<file path="src/rtl/rail_prog_pkg.sv">
package rail_prog_pkg;

    typedef enum logic [2:0] {
        SQ_IDLE,
        SQ_LOAD,
        SQ_INIT,
        SQ_WAIT,
        SQ_DELAY
    } seq_state_e;

    typedef enum logic [2:0] {
        SH_IDLE,
        SH_LOAD,
        SH_CLK_LO,
        SH_CLK_HI,
        SH_LATCH
    } shf_state_e;

    typedef enum logic [1:0] {
        MSK_DRV,
        MSK_ALL,
        MSK_OFF
    } mask_sel_e;

endpackage

</file>
<file path="src/rtl/rail_edge_detect.sv">
module rail_edge_detect (
    input  logic clk,
    input  logic rst_n,
    input  logic level,
    output logic rise,
    output logic fall
);
    logic lvl_d, lvl_q;

    always_comb begin
        lvl_d = level;
    end

    always_ff @(posedge clk or negedge rst_n) begin
        if (!rst_n) lvl_q <= 1'b0;
        else        lvl_q <= lvl_d;
    end

    assign rise = level & ~lvl_q;
    assign fall = ~level & lvl_q;
endmodule

</file>
<file path="src/rtl/rail_mask_select.sv">
module rail_mask_select
    import rail_prog_pkg::*;
#(
    parameter int CHAIN_W = 64
) (
    input  mask_sel_e          sel,
    input  logic [CHAIN_W-1:0] mask_drv,
    input  logic [CHAIN_W-1:0] mask_all,
    input  logic [CHAIN_W-1:0] mask_off,
    output logic [CHAIN_W-1:0] word
);
    always_comb begin
        unique case (sel)
            MSK_ALL: word = mask_all;
            MSK_OFF: word = mask_off;
            default: word = mask_drv;
        endcase
    end
endmodule

</file>
<file path="src/rtl/rail_seq_ctrl.sv">
module rail_seq_ctrl
    import rail_prog_pkg::*;
#(
    parameter int CHAIN_W = 64,
    parameter int DLY_W   = 24
) (
    input  logic               clk,
    input  logic               rst_n,
    input  logic               abort,
    input  logic               en_rise,
    input  logic               en_fall,
    input  logic [DLY_W-1:0]   dly_start,
    input  logic [CHAIN_W-1:0] sel_word,
    input  logic               sh_idle,
    input  logic               sh_ack,
    output mask_sel_e          mask_sel,
    output logic [CHAIN_W-1:0] word,
    output logic               sh_start,
    output logic               sh_vld
);
    typedef struct packed {
        seq_state_e         st;
        logic               off_mode;
        logic               pend_off;
        logic               tmr_done;
        logic [DLY_W-1:0]   tmr;
        logic [CHAIN_W-1:0] word;
    } seq_reg_t;

    seq_reg_t r_d, r_q;

    always_comb begin
        r_d = r_q;
        if (en_fall && r_q.st != SQ_IDLE) r_d.pend_off = 1'b1;

        unique case (r_q.st)
            SQ_IDLE: begin
                if (en_rise) begin
                    r_d.tmr_done = 1'b0;
                    r_d.off_mode = 1'b0;
                    r_d.pend_off = 1'b0;
                    r_d.st       = SQ_LOAD;
                end else if (en_fall) begin
                    r_d.off_mode = 1'b1;
                    r_d.pend_off = 1'b0;
                    r_d.st       = SQ_LOAD;
                end
            end
            SQ_LOAD: begin
                r_d.word = sel_word;
                r_d.st   = SQ_INIT;
            end
            SQ_INIT: begin
                if (sh_idle) r_d.st = SQ_WAIT;
            end
            SQ_WAIT: begin
                if (sh_ack) begin
                    if (r_q.off_mode) begin
                        r_d.off_mode = 1'b0;
                        r_d.pend_off = 1'b0;
                        r_d.st       = SQ_IDLE;
                    end else if (r_q.pend_off || en_fall) begin
                        r_d.off_mode = 1'b1;
                        r_d.pend_off = 1'b0;
                        r_d.st       = SQ_LOAD;
                    end else if (r_q.tmr_done) begin
                        r_d.st = SQ_IDLE;
                    end else begin
                        r_d.tmr = dly_start;
                        r_d.st  = SQ_DELAY;
                    end
                end
            end
            SQ_DELAY: begin
                if (r_q.pend_off || en_fall) begin
                    r_d.off_mode = 1'b1;
                    r_d.pend_off = 1'b0;
                    r_d.st       = SQ_LOAD;
                end else if (r_q.tmr == '0) begin
                    r_d.tmr_done = 1'b1;
                    r_d.st       = SQ_LOAD;
                end else begin
                    r_d.tmr = r_q.tmr - 1'b1;
                end
            end
            default: r_d.st = SQ_IDLE;
        endcase

        if (abort) begin
            r_d.st       = SQ_IDLE;
            r_d.pend_off = 1'b0;
            r_d.off_mode = 1'b0;
        end
    end

    always_ff @(posedge clk or negedge rst_n) begin
        if (!rst_n) begin
            r_q.st       <= SQ_IDLE;
            r_q.off_mode <= 1'b0;
            r_q.pend_off <= 1'b0;
            r_q.tmr_done <= 1'b0;
            r_q.tmr      <= '0;
            r_q.word     <= '0;
        end else begin
            r_q <= r_d;
        end
    end

    assign mask_sel = r_q.off_mode ? MSK_OFF : (r_q.tmr_done ? MSK_ALL : MSK_DRV);
    assign word     = r_q.word;
    assign sh_start = (r_q.st == SQ_INIT);
    assign sh_vld   = (r_q.st == SQ_WAIT);
endmodule

</file>
<file path="src/rtl/rail_serial_shifter.sv">
module rail_serial_shifter
    import rail_prog_pkg::*;
#(
    parameter int CHAIN_W = 64
) (
    input  logic               clk,
    input  logic               rst_n,
    input  logic               abort,
    input  logic               start,
    input  logic               vld,
    input  logic [CHAIN_W-1:0] word,
    output logic               idle,
    output logic               ack,
    output logic               sr_data,
    output logic               sr_clk,
    output logic               sr_latch
);
    localparam int CNT_W = $clog2(CHAIN_W + 1);
    localparam logic [CNT_W-1:0] CNT_LOAD = CNT_W'(CHAIN_W);

    typedef struct packed {
        shf_state_e         st;
        logic [CNT_W-1:0]   cnt;
        logic [CHAIN_W-1:0] sh;
    } shf_reg_t;

    shf_reg_t r_d, r_q;

    always_comb begin
        r_d = r_q;
        unique case (r_q.st)
            SH_IDLE: begin
                if (start) r_d.st = SH_LOAD;
            end
            SH_LOAD: begin
                if (vld) begin
                    r_d.sh  = word;
                    r_d.cnt = CNT_LOAD;
                    r_d.st  = SH_CLK_LO;
                end
            end
            SH_CLK_LO: begin
                if (r_q.cnt == '0) begin
                    r_d.st = SH_LATCH;
                end else begin
                    r_d.cnt = r_q.cnt - 1'b1;
                    r_d.st  = SH_CLK_HI;
                end
            end
            SH_CLK_HI: begin
                r_d.sh = {r_q.sh[CHAIN_W-2:0], 1'b0};
                r_d.st = SH_CLK_LO;
            end
            SH_LATCH: r_d.st = SH_IDLE;
            default:  r_d.st = SH_IDLE;
        endcase
        if (abort) r_d.st = SH_IDLE;
    end

    always_ff @(posedge clk or negedge rst_n) begin
        if (!rst_n) begin
            r_q.st  <= SH_IDLE;
            r_q.cnt <= '0;
            r_q.sh  <= '0;
        end else begin
            r_q <= r_d;
        end
    end

    assign idle     = (r_q.st == SH_IDLE);
    assign ack      = (r_q.st == SH_LATCH);
    assign sr_data  = r_q.sh[CHAIN_W-1];
    assign sr_clk   = (r_q.st == SH_CLK_HI);
    assign sr_latch = (r_q.st == SH_LATCH);
endmodule

</file>
<file path="src/rtl/rail_prog_top.sv">
module rail_prog_top
    import rail_prog_pkg::*;
#(
    parameter int NUM_BOARDS     = 4,
    parameter int BITS_PER_BOARD = 16,
    parameter int DLY_W          = 24
) (
    input  logic                                 clk,
    input  logic                                 rst_n,
    input  logic                                 ctrl_en,
    input  logic                                 abort,
    input  logic [NUM_BOARDS*BITS_PER_BOARD-1:0] mask_drv,
    input  logic [NUM_BOARDS*BITS_PER_BOARD-1:0] mask_all,
    input  logic [NUM_BOARDS*BITS_PER_BOARD-1:0] mask_off,
    input  logic [DLY_W-1:0]                     dly_start,
    output logic                                 sr_data,
    output logic                                 sr_clk,
    output logic                                 sr_latch
);
    localparam int CHAIN_W = NUM_BOARDS * BITS_PER_BOARD;

    logic               en_rise, en_fall;
    mask_sel_e          mask_sel;
    logic [CHAIN_W-1:0] sel_word, buf_word;
    logic               sh_start, sh_vld, sh_idle, sh_ack;

    rail_edge_detect u_edge (
        .clk   (clk),
        .rst_n (rst_n),
        .level (ctrl_en),
        .rise  (en_rise),
        .fall  (en_fall)
    );

    rail_mask_select #(.CHAIN_W(CHAIN_W)) u_sel (
        .sel      (mask_sel),
        .mask_drv (mask_drv),
        .mask_all (mask_all),
        .mask_off (mask_off),
        .word     (sel_word)
    );

    rail_seq_ctrl #(.CHAIN_W(CHAIN_W), .DLY_W(DLY_W)) u_seq (
        .clk       (clk),
        .rst_n     (rst_n),
        .abort     (abort),
        .en_rise   (en_rise),
        .en_fall   (en_fall),
        .dly_start (dly_start),
        .sel_word  (sel_word),
        .sh_idle   (sh_idle),
        .sh_ack    (sh_ack),
        .mask_sel  (mask_sel),
        .word      (buf_word),
        .sh_start  (sh_start),
        .sh_vld    (sh_vld)
    );

    rail_serial_shifter #(.CHAIN_W(CHAIN_W)) u_shf (
        .clk      (clk),
        .rst_n    (rst_n),
        .abort    (abort),
        .start    (sh_start),
        .vld      (sh_vld),
        .word     (buf_word),
        .idle     (sh_idle),
        .ack      (sh_ack),
        .sr_data  (sr_data),
        .sr_clk   (sr_clk),
        .sr_latch (sr_latch)
    );
endmodule

</file>
<file path="config.mk">
export PLATFORM = sky130hd
export DESIGN_NAME = rail_prog_top
export DESIGN_NICKNAME = d
export VERILOG_FILES = /design/src/rtl/rail_prog_pkg.sv /design/src/rtl/rail_edge_detect.sv /design/src/rtl/rail_mask_select.sv /design/src/rtl/rail_seq_ctrl.sv /design/src/rtl/rail_serial_shifter.sv /design/src/rtl/rail_prog_top.sv
export SDC_FILE = /design/constraint.sdc
export NUM_CORES = 1
export LEC_CHECK = 0
export ABC_CLOCK_PERIOD_IN_PS = 3700
export CAP_MARGIN = 20
export CORE_MARGIN = 4
export CORE_UTILIZATION = 30
export DETAILED_ROUTE_END_ITERATION = 7
export GPL_TIMING_DRIVEN = 0
export SYNTH_ARGS = -nofsm -noshare
export SYNTH_HDL_FRONTEND = slang
export SYNTH_SLANG_ARGS = --single-unit
</file>
<file path="constraint.sdc">
create_clock -name clk -period 3.7 [get_ports clk]
set_input_delay 0.74 -clock clk [delete_from_list [all_inputs] [get_ports clk]]
set_output_delay 0.74 -clock clk [all_outputs]
set_load 0.05 [all_outputs]
</file>
==> metrics.csv <==
stage,metric,value,unit
layout,Layout Nets,1457,
pwr,Total Power Consumption,5.57,mW
global_routing,largest net degree at the start of global routing,106,
setup_path,CP cell instances,nor2b_1 > clkbuf_1 > nand2_1 > buf_2 > inv_1 > dlymetal6s2s_1,
setup_path,CP Launch Type,register,
sta,setup violators final,0,
status,status,completed,
global_routing,vias in the first global route,8086,
global_routing,met1 Use GR,22.5,%
place,dpl cells,1603,
global_routing,antenna violations before repair,0,
setup_path,crit path buf inv count,4,
layout,Layout area overhead,36.8,%
logic_synthesis,Async SR Flop Fraction,100,%
detailed_routing,DRC errors left,0,
die,chip width,181,um
place,PortBufs,221,
hold_path,HP Class,in -> async,
logic_synthesis,"Seq/Total Area, Yosys",46.9,%
sta,Slew HR,41.0,%
logic_synthesis,syn avg cell area,9.09,um2
detailed_routing,initial drt markers,508,
clock_tree,clk slew on worst S/H paths,0.07,ns
logic_synthesis,#FFs+latches synth,169,
place,GPL Wtd Cong,0.792,
die,Ports,223,
sta,final cycle utilization of the critical path,87.3,%
die,Core Region,0.0296,mm2
layout,Final Non-Filler Cells,1634,
layout,area occupied by multi-input gates,0.00440,mm2
layout,layout cells sized above 1,6.67,%
global_routing,Most Crowded Layer GR,met2,
sta,final hold vios,0,
clock_tree,Clock Latency Late Sink,0.42,ns
pwr,Power Density,452,mW/mm2
logic_synthesis,Mapped Nets,1216,
global_routing,global-route wire length before repair,43500,um
sta,Final TNS setup,0,ns
detailed_routing,Post-DRT Antenna Nets,0,
setup_path,"slowest stage delay, CP",0.47,ns
logic_synthesis,"EDFF count, synth",0,
layout,register area,0.00423,mm2
setup_path,"delay-heaviest family, CP",buffers and inverters,
logic_synthesis,Ys Warns,0,
detailed_routing,WL final,27200,um
global_routing,GR Util met2,26.3,%
die,initial core utilization,30.4,%
place,placed wire-length estimate,20300,um
sta,Clock Skew,0.0120,ns
sta,Tmin final,3.23,ns
clock_tree,number of H-tree levels,4,
setup_path,"Req. time, crit path",2.96,ns
setup_path,Critical Path End Type,primary output,
clock_tree,clock tree sinks,169,
logic_synthesis,Synth Instances,991,
layout,fin util,41.6,%
detailed_routing,via count,8146,
sta,RSZ-0062 raised after global routing,no,
setup_path,CP Data Arrival Time,2.49,ns
logic_synthesis,Mapped Area,0.00901,mm2
die,row count,63,
global_routing,grt ovf,0,
pwr,Lkg Pwr,5.47,nW
place,Post-Place Setup Slack,0.546,ns
detailed_routing,DRT Pass-1 Iters,5,
die,die area,0.0329,mm2
die,Chip Height,181,um
job,Max Cap Viol,0,
layout,Fillers,2991,
logic_synthesis,"Distinct cells, synth",62,
detailed_routing,Avg WL per Cell,16.7,um
clock_tree,Post-CTS Setup Inserts,0,
layout,# diodes,0,
clock_tree,CTS Buffer Depth,2,
setup_path,CP Max Fanout,10,
clock_tree,root buffer cell,clkbuf_16,
sta,Worst-Margin Slew,0.879,ns
clock_tree,CTS tree,done,
clock_tree,Num CTS Buffers,17,
pwr,Max VDD drop,0.303,mV
global_routing,met3 Use GR,3.50,%
sta,Achievable Freq,0.310,GHz
sta,post-route setup slack,0.471,ns
sta,Pins Over Slew Limit,0,
global_routing,GRT Resource Usage Total,16.2,%
setup_path,slowest CP cell,dfrtp_1,
detailed_routing,vias per cell,4.99,
setup_path,critical path class,reg -> out,
logic_synthesis,top_reg_cell synth,dfrtp_1,
[final cells by class]
class                           count  share of cell area [%]
Multi-Input combinational cell    736                    35.7
Sequential cell                   169                    34.3
Timing Repair Buffer              222                    18.2
Tap cell                          390                    3.96
Clock buffer                       17                    3.45
Buffer                             74                    2.71
Clock inverter                     14                    1.23
Inverter                           12                   0.366
[layer usage]
layer	wire length (um)	share of wire [%]	up-vias
li1	-	-	3993
met1	12600	46	3882
met2	12700	47	255
met3	1580	5.8	16
met4	267	0.98	0
met5	0	0	-
[per-stage QoR]
step / hold slack (ns) / instance area, um2
global placement: 0.461 / 11700
global route: 0.276 / 12300
finish: 0.255 / 12300
CTS: 0.273 / 12300
detailed placement: 0.469 / 11700
floorplan: 0.444 / 9010
[cell families (layout without fill, tap and decap cells)]
family	Yosys count	after routing	share of synthesized area (%)
buffers and inverters	86	339	4.21
and+or+nand+nor	307	307	14.8
DFF	169	169	46.9
xor gates and xnor gates	3	3	0.292
AOI/OAI and AO/OA	293	293	18.8
muxes	128	128	14.2
adders and majority gates	5	5	0.694
[state kept, by name, indices dropped and copies added (netlist names)]
register	count
u_shf.r_q	73
u_seq.word	64
u_seq.r_q	30
u_edge.lvl_q	1
u_shf.sr_data	1
[cells in the mapped netlist, types with 2 or more instances]
library cell | n | share of area (%)
inv_1 | 12 | 0.50
nand3b_1 | 2 | 0.17
nand2_1 | 152 | 6.3
nor3b_1 | 4 | 0.33
o2bb2ai_1 | 4 | 0.39
nor4_2 | 3 | 0.42
buf_2 | 20 | 1.1
dfrtp_1 | 169 | 47
o31ai_1 | 2 | 0.17
o32ai_1 | 3 | 0.29
a31oi_1 | 7 | 0.49
a32oi_1 | 2 | 0.19
buf_1 | 4 | 0.17
o22ai_1 | 3 | 0.21
buf_6 | 4 | 0.50
o221ai_1 | 2 | 0.19
o32a_1 | 2 | 0.22
o21ai_1 | 5 | 0.28
mux2i_1 | 128 | 14
nand3_1 | 10 | 0.56
xnor2_1 | 2 | 0.19
nor4_1 | 7 | 0.49
ha_1 | 5 | 0.69
a21oi_1 | 89 | 4.9
or4_1 | 3 | 0.25
o21ai_2 | 11 | 1.1
a211oi_1 | 3 | 0.25
clkbuf_1 | 45 | 1.9
a22oi_1 | 5 | 0.42
nor3_1 | 16 | 0.89
o211ai_2 | 2 | 0.28
or3_1 | 2 | 0.14
o21a_1 | 2 | 0.17
nor2_1 | 96 | 4.0
o21ai_0 | 138 | 7.7
[timing repair]
item	4_1_cts	5_1_grt
endpoints found under the setup margin	0	1
hold buffers	0	0
gates resized for setup	0	1
[final timing paths]
path                                      startpoint                    endpoint  slack, ns  cells after the start
max                        u_shf.r_q[71]$_DFFE_PN0P_                      sr_clk       0.47                      6
min                                            rst_n  u_seq.word[48]$_DFFE_PN0P_       0.25                      1
max reg2reg                u_seq.r_q[90]$_DFFE_PN0P_   u_seq.word[1]$_DFFE_PN0P_       0.83                      5
min reg2reg                u_shf.r_q[58]$_DFFE_PN0P_   u_shf.r_q[58]$_DFFE_PN0P_       0.48                      2
max in group asynchronous                      rst_n   u_seq.r_q[84]$_DFFE_PN0P_       2.54                      2
min in group clk           u_shf.r_q[58]$_DFFE_PN0P_   u_shf.r_q[58]$_DFFE_PN0P_       0.48                      2
[worst reg2reg max path, stage by stage, from the launching register on]
cell and delay (ns):
dfrtp_1 0.32, clkbuf_1 0.58, clkbuf_1 0.67, clkbuf_1 0.68, a21oi_1 0.29, o21ai_0 0.24
[cells in the final DEF, fill, tap and decap left out, drive strengths merged, types with 2 or more instances in the layout]
master | Yosys | final
a31oi | 7 | 7
xnor2 | 2 | 2
a211oi | 3 | 3
o21ai | 154 | 154
clkdlybuf4s50 | 0 | 219
nand3b | 2 | 2
or4 | 3 | 3
a21oi | 89 | 89
nor2 | 97 | 97
nand3 | 10 | 10
o22a | 2 | 2
inv | 12 | 20
o221ai | 2 | 2
a32oi | 2 | 2
nor3 | 16 | 16
a2bb2oi | 2 | 2
clkinv | 0 | 5
ha | 5 | 5
mux2i | 128 | 128
buf | 28 | 30
o22ai | 3 | 3
clkbuf | 46 | 63
nor4 | 10 | 10
nand2 | 152 | 152
o2bb2ai | 4 | 4
nand4 | 2 | 2
o21a | 2 | 2
o32a | 2 | 2
dfrtp | 169 | 169
nor3b | 6 | 6
o211ai | 2 | 2
o32ai | 3 | 3
a22oi | 5 | 5
or3 | 2 | 2
o31ai | 2 | 2
[report_power, final]
part / internal (mW) / switching, mW / total [mW]
clock network: 0.903 / 0.844 / 1.75
logic: 0.591 / 0.586 / 1.18
registers: 2.34 / 0.303 / 2.64
total: 3.84 / 1.73 / 5.57
Power figures use the tool's default switching activity.
